[src/rtl/async_rx_pkg.sv]
package async_rx_pkg;

   typedef struct packed {
      logic [1:0] clk_sel;
      logic [1:0] len_code;
      logic       par_en;
      logic       par_odd;
      logic       two_stop;
      logic       mp_en;
   } rx_cfg_t;

   typedef enum logic [2:0] {
      ST_IDLE,
      ST_START,
      ST_DATA,
      ST_EXTRA,
      ST_STOP1,
      ST_STOP2
   } rx_state_e;

   localparam rx_cfg_t CFG_RESET = '{clk_sel: 2'b00, len_code: 2'b10, par_en: 1'b0,
                                     par_odd: 1'b0, two_stop: 1'b0, mp_en: 1'b0};

   function automatic logic [3:0] char_bits(input logic [1:0] code);
      case (code)
         2'b10:   char_bits = 4'd8;
         2'b11:   char_bits = 4'd7;
         default: char_bits = 4'd9;
      endcase
   endfunction

endpackage

[src/rtl/async_rx_sync.sv]
module async_rx_sync #(
   parameter int STAGES = 2
) (
   input  logic clk,
   input  logic rst_n,
   input  logic din,
   output logic line,
   output logic fall
);
   if (STAGES < 2) begin : g_bad_stages
      $error("async_rx_sync: STAGES must be at least 2");
   end

   logic [STAGES-1:0] sr;
   logic              prev;

   for (genvar i = 0; i < STAGES; i++) begin : g_stage
      if (i == 0) begin : g_first
         always_ff @(posedge clk or negedge rst_n)
            if (!rst_n) sr[0] <= 1'b1;
            else        sr[0] <= din;
      end else begin : g_next
         always_ff @(posedge clk or negedge rst_n)
            if (!rst_n) sr[i] <= 1'b1;
            else        sr[i] <= sr[i-1];
      end
   end

   always_ff @(posedge clk or negedge rst_n)
      if (!rst_n) prev <= 1'b1;
      else        prev <= sr[STAGES-1];

   assign line = sr[STAGES-1];
   assign fall = prev & ~sr[STAGES-1];
endmodule

[src/rtl/async_rx_tick.sv]
module async_rx_tick #(
   parameter int DIV_W = 8
) (
   input  logic             clk,
   input  logic             rst_n,
   input  logic             clr,
   input  logic [1:0]       clk_sel,
   input  logic [DIV_W-1:0] div,
   output logic             tick
);
   localparam int PRE_W = 6;

   if (DIV_W < 1) begin : g_bad_div
      $error("async_rx_tick: DIV_W must be positive");
   end

   logic [PRE_W-1:0] pre_cnt, pre_max;
   logic [DIV_W-1:0] div_cnt;
   logic             pre_hit;

   always_comb begin
      case (clk_sel)
         2'b00:   pre_max = PRE_W'(0);
         2'b01:   pre_max = PRE_W'(3);
         2'b10:   pre_max = PRE_W'(15);
         default: pre_max = PRE_W'(63);
      endcase
   end

   assign pre_hit = (pre_cnt == pre_max);
   assign tick    = pre_hit && (div_cnt == div);

   always_ff @(posedge clk or negedge rst_n) begin
      if (!rst_n) begin
         pre_cnt <= '0;
         div_cnt <= '0;
      end else if (clr) begin
         pre_cnt <= '0;
         div_cnt <= '0;
      end else if (pre_hit) begin
         pre_cnt <= '0;
         div_cnt <= (div_cnt == div) ? '0 : div_cnt + 1'b1;
      end else begin
         pre_cnt <= pre_cnt + 1'b1;
      end
   end

   // with a prescale of four or more, two ticks never fall on adjacent cycles
   assert_tick_gap_R9: assert property (@(posedge clk) disable iff (!rst_n)
      (tick && clk_sel != 2'b00) |=> (!tick || clk_sel == 2'b00));
endmodule

[src/rtl/async_rx_frame.sv]
module async_rx_frame
   import async_rx_pkg::*;
#(
   parameter int OVS = 16
) (
   input  logic    clk,
   input  logic    rst_n,
   input  logic    rx_en,
   input  logic    tick,
   input  logic    line,
   input  logic    fall,
   input  rx_cfg_t cfg,
   output logic    tick_clr,
   output logic [7:0] rx_data,
   output logic    rx_bit8,
   output logic    rx_mpb,
   output logic    rx_valid,
   output logic    rx_perr,
   output logic    rx_ferr
);
   localparam int OS_W = $clog2(OVS);
   localparam logic [OS_W-1:0] MID = OS_W'(OVS / 2 - 1);

   if (OVS < 4 || (OVS & (OVS - 1)) != 0) begin : g_bad_ovs
      $error("async_rx_frame: OVS must be a power of two, at least 4");
   end

   rx_state_e       state;
   logic [OS_W-1:0] os_cnt;
   logic [3:0]      bit_idx;
   logic [8:0]      shreg;
   logic            ext_q;
   logic            at_mid;
   logic [3:0]      last_idx;
   logic            has_extra;
   logic            chk_par;

   assign at_mid    = tick && (os_cnt == MID);
   assign last_idx  = char_bits(cfg.len_code) - 4'd1;
   assign has_extra = cfg.mp_en | cfg.par_en;
   assign chk_par   = cfg.par_en & ~cfg.mp_en;
   assign tick_clr  = (state == ST_IDLE) && rx_en && fall;

   always_ff @(posedge clk or negedge rst_n) begin
      if (!rst_n) begin
         state    <= ST_IDLE;
         os_cnt   <= '0;
         bit_idx  <= '0;
         shreg    <= '0;
         ext_q    <= 1'b0;
         rx_data  <= '0;
         rx_bit8  <= 1'b0;
         rx_mpb   <= 1'b0;
         rx_valid <= 1'b0;
         rx_perr  <= 1'b0;
         rx_ferr  <= 1'b0;
      end else begin
         rx_valid <= 1'b0;
         if (state != ST_IDLE && tick) os_cnt <= os_cnt + 1'b1;
         if (!rx_en) begin
            state <= ST_IDLE;
         end else begin
            case (state)
               ST_IDLE: if (fall) begin
                  state  <= ST_START;
                  os_cnt <= '0;
               end
               ST_START: if (at_mid) begin
                  if (line) begin
                     state <= ST_IDLE;
                  end else begin
                     state   <= ST_DATA;
                     bit_idx <= '0;
                     shreg   <= '0;
                     ext_q   <= 1'b0;
                  end
               end
               ST_DATA: if (at_mid) begin
                  shreg[bit_idx] <= line;
                  if (bit_idx == last_idx) state <= has_extra ? ST_EXTRA : ST_STOP1;
                  else                     bit_idx <= bit_idx + 1'b1;
               end
               ST_EXTRA: if (at_mid) begin
                  ext_q <= line;
                  state <= ST_STOP1;
               end
               ST_STOP1: if (at_mid) begin
                  rx_valid <= 1'b1;
                  rx_data  <= shreg[7:0];
                  rx_bit8  <= (cfg.len_code[1] == 1'b0) & shreg[8];
                  rx_mpb   <= cfg.mp_en & ext_q;
                  rx_perr  <= chk_par & ((^{shreg, ext_q}) != cfg.par_odd);
                  rx_ferr  <= ~line;
                  state    <= cfg.two_stop ? ST_STOP2 : ST_IDLE;
               end
               ST_STOP2: if (at_mid) state <= ST_IDLE;
               default: state <= ST_IDLE;
            endcase
         end
      end
   end

   // the completion strobe lasts one cycle
   assert_valid_pulse_R2: assert property (@(posedge clk) disable iff (!rst_n)
      rx_valid |=> !rx_valid);
   // the top data bit is clear for 7-bit characters
   assert_len7_msb_R3: assert property (@(posedge clk) disable iff (!rst_n)
      (rx_valid && cfg.len_code == 2'b11) |-> !rx_data[7]);
   // the ninth bit stays clear unless the length is 9
   assert_bit8_len_R3: assert property (@(posedge clk) disable iff (!rst_n)
      (rx_valid && cfg.len_code[1]) |-> !rx_bit8);
   // with parity off, no parity error is reported
   assert_nopar_clean_R5: assert property (@(posedge clk) disable iff (!rst_n)
      (rx_valid && !cfg.par_en) |-> !rx_perr);
   // multi-processor mode suppresses parity checking
   assert_mp_noperr_R6: assert property (@(posedge clk) disable iff (!rst_n)
      (rx_valid && cfg.mp_en) |-> !rx_perr);
   // a high line at the start-bit midpoint returns to idle
   assert_false_start_R8: assert property (@(posedge clk) disable iff (!rst_n)
      (rx_en && state == ST_START && at_mid && line) |=> state == ST_IDLE);
   // a disabled receiver never completes a character
   assert_off_quiet_R11: assert property (@(posedge clk) disable iff (!rst_n)
      !rx_en |=> !rx_valid);
endmodule

[src/rtl/async_rx.sv]
module async_rx
   import async_rx_pkg::*;
#(
   parameter int DIV_W       = 8,
   parameter int OVS         = 16,
   parameter int SYNC_STAGES = 2
) (
   input  logic             clk,
   input  logic             rst_n,
   input  logic             tx_en,
   input  logic             rx_en,
   input  logic             cfg_wr,
   input  logic [1:0]       cfg_clk_sel,
   input  logic [1:0]       cfg_len,
   input  logic             cfg_par_en,
   input  logic             cfg_par_odd,
   input  logic             cfg_two_stop,
   input  logic             cfg_mp_en,
   input  logic [DIV_W-1:0] cfg_div,
   input  logic             rxd,
   output logic [7:0]       rx_data,
   output logic             rx_bit8,
   output logic             rx_mpb,
   output logic             rx_valid,
   output logic             rx_perr,
   output logic             rx_ferr
);
   rx_cfg_t          cfg_q;
   logic [DIV_W-1:0] div_q;
   logic             wr_ok;
   logic             line, fall, tick, tick_clr;

   assign wr_ok = cfg_wr & ~tx_en & ~rx_en;

   always_ff @(posedge clk or negedge rst_n) begin
      if (!rst_n) begin
         cfg_q <= CFG_RESET;
         div_q <= '0;
      end else if (wr_ok) begin
         cfg_q <= '{clk_sel: cfg_clk_sel, len_code: cfg_len, par_en: cfg_par_en,
                    par_odd: cfg_par_odd, two_stop: cfg_two_stop, mp_en: cfg_mp_en};
         div_q <= cfg_div;
      end
   end

   // settings are frozen while either direction is enabled
   assert_cfg_hold_R10: assert property (@(posedge clk) disable iff (!rst_n)
      (tx_en || rx_en) |=> ($stable(cfg_q) && $stable(div_q)));

   async_rx_sync #(.STAGES(SYNC_STAGES)) sync_i (
      .clk(clk), .rst_n(rst_n), .din(rxd), .line(line), .fall(fall));

   async_rx_tick #(.DIV_W(DIV_W)) tick_i (
      .clk(clk), .rst_n(rst_n), .clr(tick_clr), .clk_sel(cfg_q.clk_sel),
      .div(div_q), .tick(tick));

   async_rx_frame #(.OVS(OVS)) frame_i (
      .clk(clk), .rst_n(rst_n), .rx_en(rx_en), .tick(tick), .line(line),
      .fall(fall), .cfg(cfg_q), .tick_clr(tick_clr), .rx_data(rx_data),
      .rx_bit8(rx_bit8), .rx_mpb(rx_mpb), .rx_valid(rx_valid),
      .rx_perr(rx_perr), .rx_ferr(rx_ferr));
endmodule

[config.mk]
export PLATFORM = sky130hd
export DESIGN_NAME = async_rx
export DESIGN_NICKNAME = d
export VERILOG_FILES = /design/src/rtl/async_rx_pkg.sv /design/src/rtl/async_rx_sync.sv /design/src/rtl/async_rx_tick.sv /design/src/rtl/async_rx_frame.sv /design/src/rtl/async_rx.sv
export SDC_FILE = /design/constraint.sdc
export NUM_CORES = 1
export LEC_CHECK = 0
export ABC_AREA = 0
export BUFFER_PORTS_ARGS = -buffer_cell sky130_fd_sc_hd__buf_2
export CORE_UTILIZATION = 59
export CTS_CLUSTER_SIZE = 24
export DETAILED_ROUTE_END_ITERATION = 7
export PLACE_DENSITY_LB_ADDON = 0.15
export SLEW_MARGIN = 20
export SYNTH_ARGS = -nofsm -noshare
export SYNTH_HDL_FRONTEND = slang
export SYNTH_SLANG_ARGS = --single-unit
[constraint.sdc]
create_clock -name clk -period 2.4 [get_ports clk]
set_input_delay 0.24 -clock clk [delete_from_list [all_inputs] [get_ports clk]]
set_output_delay 0.24 -clock clk [all_outputs]
set_load 0.02 [all_outputs]
==> Word-level counts from Yosys, hierarchy flattened <==
Cells that the tools add are included.
{ "classes": {"addsub": 5, "n_lt_le_gt_ge": 2, "eq_ne": 26, "muxes": 42, "bitwise_logic": 13, "n_reduce_logical": 18} }
{ "op_table": {"columns": ["operator", "count"], "rows": [
  ["two-way mux 4 bit", 8],
  ["two-way mux 3 bit", 10],
  ["two-way mux 9 bit", 3],
  ["two-way mux 8 bit", 3],
  ["!= test 3 x 2 -> 1 bit (second input constant)", 7],
  ["one-hot mux 3 bit (6 select lines)", 1],
  ["one-hot mux 6 bit (3 select lines)", 1],
  ["one-hot mux 9 bit (2 select lines)", 1],
  ["one-hot mux 4 bit (2 select lines)", 2],
  ["two-way mux 6 bit", 2],
  ["AND reduction 5 bit", 2],
  ["XOR reduction 10 bit", 1],
  ["bitwise mux 9 bit", 1],
  ["adder 4 x 1 -> 4 bit (second input constant)", 2],
  ["adder 8 x 1 -> 8 bit (second input constant)", 1],
  ["== test 8 bit", 1],
  ["AND 1 bit", 7],
  ["two-way mux 1 bit", 7],
  ["AND reduction 7 bit", 1],
  ["adder 6 x 1 -> 6 bit (second input constant)", 1],
  ["== test 2 bit (second input constant)", 3],
  ["== test 3 x 2 -> 1 bit (second input constant)", 2],
  ["== test 3 bit (second input constant)", 2],
  ["== test 6 bit", 1],
  ["other kinds (22)", 36]
]} }
{ "totals": {"reg_bits": 67, "output_inout_bits": 13, "elab_cells": 129} }

==> Depth between registers and ports, before layout <==
{ "logic_depth": {"word_depth": 9, "ltp_mapped": 8, "ltp_nobuf": 7} }

==> Modules after synthesis <==
Synthesis repeated with hierarchy kept, for this count alone.
{ "unflattened": {"cells_unflattened": 318, "area_unflattened_um2": 3502.1} }
{ "modules_own_cells": {"columns": ["module", "instances", "cells_each", "area_each_um2", "seq_area_each_um2"], "rows": [
  ["async_rx_frame", 1, 188, 1874.3, 850.8],
  ["async_rx_tick", 1, 92, 919.6, 350.3],
  ["async_rx", 1, 34, 615.6, 401.6],
  ["async_rx_sync", 1, 4, 92.6, 78.8]
]} }

==> Worst setup path after synthesis <==
No wires, ideal clock.
{ "synth_timing": {"path_type": "reg-to-reg", "from": "reg cfg_q[6] (netlist name)", "to": "reg frame_i.rx_bit8", "setup_time_ns": 0.125, "arrival_ns": 1.981, "required_time_ns": 2.275, "setup_slack_ns": 0.294, "stages_incl_launch_ff": 7, "path_cell_list": "dfrtp_1 > or4_4 > a211oi_2 > o2111ai_1 > nor2_1 > buf_2 > mux2_2"} }
{ "synth_via": {"elab_chain_len": 6, "elab_cells_between_ends": 8, "classes_between": "eq/ne (3); mux (1); reduce/logical (4)"} }
{ "synth_lines": {"columns": ["item", "line", "text"], "rows": [
  ["start, declared", "async_rx.sv:28", "rx_cfg_t cfg_q;"],
  ["start signal, assigned", "async_rx.sv:40", "cfg_q <= '{clk_sel: cfg_clk_sel, len_code: cfg_len, par_en: cfg_par_en,"],
  ["== test 2 bit, or another cell as far along", "async_rx_tick.sv:22", "case (clk_sel)"],
  ["one-hot mux 6 bit (3 select lines) *", "async_rx_tick.sv:22", null],
  ["== test 6 bit *", "async_rx_tick.sv:30", "assign pre_hit = (pre_cnt == pre_max);"],
  ["logical AND 1 bit *", "async_rx_tick.sv:31", "assign tick = pre_hit && (div_cnt == div);"],
  ["logical AND 1 bit *", "async_rx_frame.sv:38", "assign at_mid = tick && (os_cnt == MID);"],
  ["AND reduction 3 bit (no line) *", null, null],
  ["end signal, assigned", "async_rx_frame.sv:90", "rx_bit8 <= (cfg.len_code[1] == 1'b0) & shreg[8];"],
  ["end, declared", "async_rx_frame.sv:15", "output logic rx_bit8,"]
]} }
Mark *: on every way between the ends. The rest lies on a longest branch, timed or not.
A chain may end at the register's enable or synchronous reset.

==> Worst setup path in the final report <==
{ "layout_timing": {"from": "reg cfg_q[6] (netlist name)", "to": "reg frame_i.bit_idx[0]"} }
{ "layout_via": {"elab_chain_len": 7, "elab_cells_between_ends": 10, "classes_between": "eq/ne (5); mux (1); reduce/logical (4)"} }
{ "layout_lines": {"columns": ["item", "line", "text"], "rows": [
  ["== test 2 bit, or another cell as far along", "async_rx_tick.sv:22", null],
  ["one-hot mux 6 bit (3 select lines) *", "async_rx_tick.sv:22", null],
  ["== test 6 bit *", "async_rx_tick.sv:30", null],
  ["logical AND 1 bit *", "async_rx_tick.sv:31", null],
  ["logical AND 1 bit *", "async_rx_frame.sv:38", null],
  ["!= test 2 x 1 -> 1 bit (no line)", null, null],
  ["AND reduction 6 bit (no line) *", null, null],
  ["end signal, assigned", "async_rx_frame.sv:81", "else bit_idx <= bit_idx + 1'b1;"],
  ["end, declared", "async_rx_frame.sv:30", "logic [3:0] bit_idx;"]
]} }
Marks and branches as above.

==> results.ini <==
[floorplan]
start_util_pct=62.9
core_um2=5640
num_rows=27
fp.dieH_um=79.5
die_area_um2=6320
ios=35
die_w_um=79.5

[synth]
ys_warn_count=0
syn_area_per_cell_um2=10.3
ys_seq_area_share_pct=47.4
synth-main-ff-cell=dfrtp_1
synthesis.area_um2=3550
synth-edff-count=0
async_flop_share_pct=100
ys_types=47
synth_seq_cells=67
syn_nets=374
synth_cells=344

[place]
portBuffers=34
gp_congestion=0.879
dp_hpwl_um=5420
placed_cell_area_um2=3860

[cells_and_area]
fin_nets=417
layout-drive-gt1-share_pct=25.8
fillerInstances=427
final_common_cell=dfrtp_1
fin_area_um2=4080
layout_common_cells=dfrtp_1, buf_2, nand3_1, mux2_2
syn2layout_area_growth_pct=15.1
n_antenna_cell=0

[timing]
finalHoldViolCount=0
finalSetupTns_ps=0
post-route-min-period_ps=2310
min_period_over_period_pct=96.2
rsz0062_at_grt=true
drv_slew=0
holdWs_ps=110
relSlewSlack_pct=58.2
worstMarginPinSlew_ps=627
fmax_mhz=433
worst_clock_skew_ps=9.22
finalSetupViolCount=0

[critical_path]
cp_cell_sequence=or4_4 -> a211oi_4 -> o2111ai_4 -> buf_6 -> or4b_1 -> nand2_1
end_kind=flip-flop
critical_path_required_ps=2670
reg2reg_to=frame_i.bit_idx[0]$_DFFE_PN0P_
cp.arrival_ps=2580
cp_max_fo=15
worstSetupPathType=flip-flop to flip-flop
crit_path_top_delay_cell=or4_4
cp-start-kind=flip-flop
worstReg2RegStart=cfg_q[6]$_DFFE_PN0P_
cp_num_buf_inv=1
critPathTopFamily=simple AND/OR/NAND/NOR gates
r2r.worst_path.cells=6
reg2reg_slack_ps=90
max_stage_delay_ps=570
cp_num_cells=6

[grt]
overflow=0
grt_use_total_pct=26.2
grt_max_degree=41
antenna_found_initial=0
grt_pass1_wl_um=12600
grt_pass1_vias=2640

[flow_run]
cap_violations=0

[detailed_routing]
num_vias=2789
drtPass1Iterations=4
post_drt_wl_per_cell_um=16.0
vias_per_cell=6.01
postRouteWirelength_um=7440
ant_nets=0
drcViolationCount=0
drt_iter0_markers=199

[clock_tree]
clk_pin_slew_ps=70
cts_tree=done
cts_made_buffers=9
worstSkewPairLatency_ps=340
cts_buffer_depth=2
cts_post_setup_buffers_inserted=0
htree_levels=3
cts_root_buffer=clkbuf_8
cts.sinks=67

[power]
ir_drop_uv=445
p_leak_uw=0.00188
powerDensity_nw_per_um2=690

[status]
status=finished, final reports clean

[min_path]
hold-path-endpoint=cfg_q[1]$_DFFE_PN0P_
hold_start=cfg_two_stop
min_path_cells=3
hold_class=primary input to flip-flop

[per-stage QoR]
step / setup WS (ps) / power, µW / utilization [%] / std cells
3_3_place_gp: 170 / 1950 / 68.4 / 446
6_report: 91.9 / 2820 / 72.4 / 464
3_5_place_dp: 86.8 / 1980 / 68.4 / 446
5_1_grt: -13.4 / 2960 / 72.4 / 464
2_1_floorplan: 294 / 1780 / - / 344
4_1_cts: 60.5 / 2810 / 71.8 / 464
[worst reg2reg max path, stage by stage (launching register included)]
cell,delay [ps]
dfrtp_1,420
or4_4,570
a211oi_4,260
o2111ai_4,180
buf_6,210
or4b_1,500
nand2_1,90
[cell usage after synthesis, types with 11 or more instances]
| library cell | number | area share, % |
|---|---|---|
| nor2_1 | 18 | 1.9 |
| o31ai_1 | 11 | 2.3 |
| clkbuf_1 | 13 | 1.4 |
| xnor2_1 | 13 | 3.2 |
| inv_1 | 11 | 1.2 |
| dfrtp_1 | 63 | 44 |
| nand3_1 | 30 | 4.2 |
| xor2_1 | 12 | 3.0 |
| nand2_1 | 17 | 1.8 |
| mux2_2 | 24 | 7.6 |
| o21ai_0 | 14 | 2.0 |
| a21oi_1 | 15 | 2.1 |
[power by group]
part | leakage [µW] | internal (µW) | switching [µW]
clock network | 0.0000905 | 430 | 410
registers | 0.000877 | 1260 | 149
logic | 0.000910 | 257 | 312
total | 0.00188 | 1950 | 871
[logic make-up (layout without fill, tap and decap cells)]
kind of cell             Yosys count  count (layout)  share of synthesized area [%]
AND/OR/NAND/NOR                  110             110                           16.9
flip-flops                        67              67                           47.4
AO/OA/AOI/OAI                     80              80                           15.3
XOR/XNOR                          25              25                           6.18
buffers and inverters             27              75                           2.96
multiplexers                      27              27                           8.47
adder cells (fa/ha/maj)            8               8                           2.82
[registers in the layout, indices dropped and copies added (netlist names), 3 cells and up]
signal	cells
frame_i.shreg	9
cfg_q	8
div_q	8
frame_i.rx_data	8
tick_i.div_cnt	8
tick_i.pre_cnt	6
frame_i.bit_idx	4
frame_i.os_cnt	4
frame_i.state	3
[layout make-up]
type                    count  area (µm²)  area share, %
clock buffers              14         163           3.98
inverters                  11        41.3           1.01
well taps                  72        90.1           2.21
flip-flops and latches     67        1680           41.2
multi-input cells         250        1800           44.1
clock inverters             2        10.0          0.245
repair buffers             48         297           7.26
[worst max-delay path by stage]
stage	from	endpoint	slack, ps
after floorplan	cfg_q[6]$_DFFE_PN0P_	frame_i.rx_bit8$_DFFE_PN0P_	290
after global placement	cfg_q[6]$_DFFE_PN0P_	frame_i.bit_idx[0]$_DFFE_PN0P_	170
after detailed placement	cfg_q[6]$_DFFE_PN0P_	frame_i.bit_idx[0]$_DFFE_PN0P_	90
after CTS	cfg_q[6]$_DFFE_PN0P_	frame_i.bit_idx[0]$_DFFE_PN0P_	60
after global routing	cfg_q[6]$_DFFE_PN0P_	frame_i.bit_idx[0]$_DFFE_PN0P_	-10
final	cfg_q[6]$_DFFE_PN0P_	frame_i.bit_idx[0]$_DFFE_PN0P_	90
[repair_timing]
action                                 4_1_cts  5_1_grt
setup endpoints to repair                    0        7
resized for setup                            0        5
hold buffers                                 2        0
endpoints found under the hold margin       24        0
[metal layers]
metal  vias to the layer above  wire (µm)  track usage, %
met1                      1379       3560            37.7
li1                       1338          -               -
met5                         -          0               0
met4                         0        109            10.0
met2                        63       3470            39.6
met3                         9        301            4.34
Note: power is estimated with default switching activity, not from simulation.
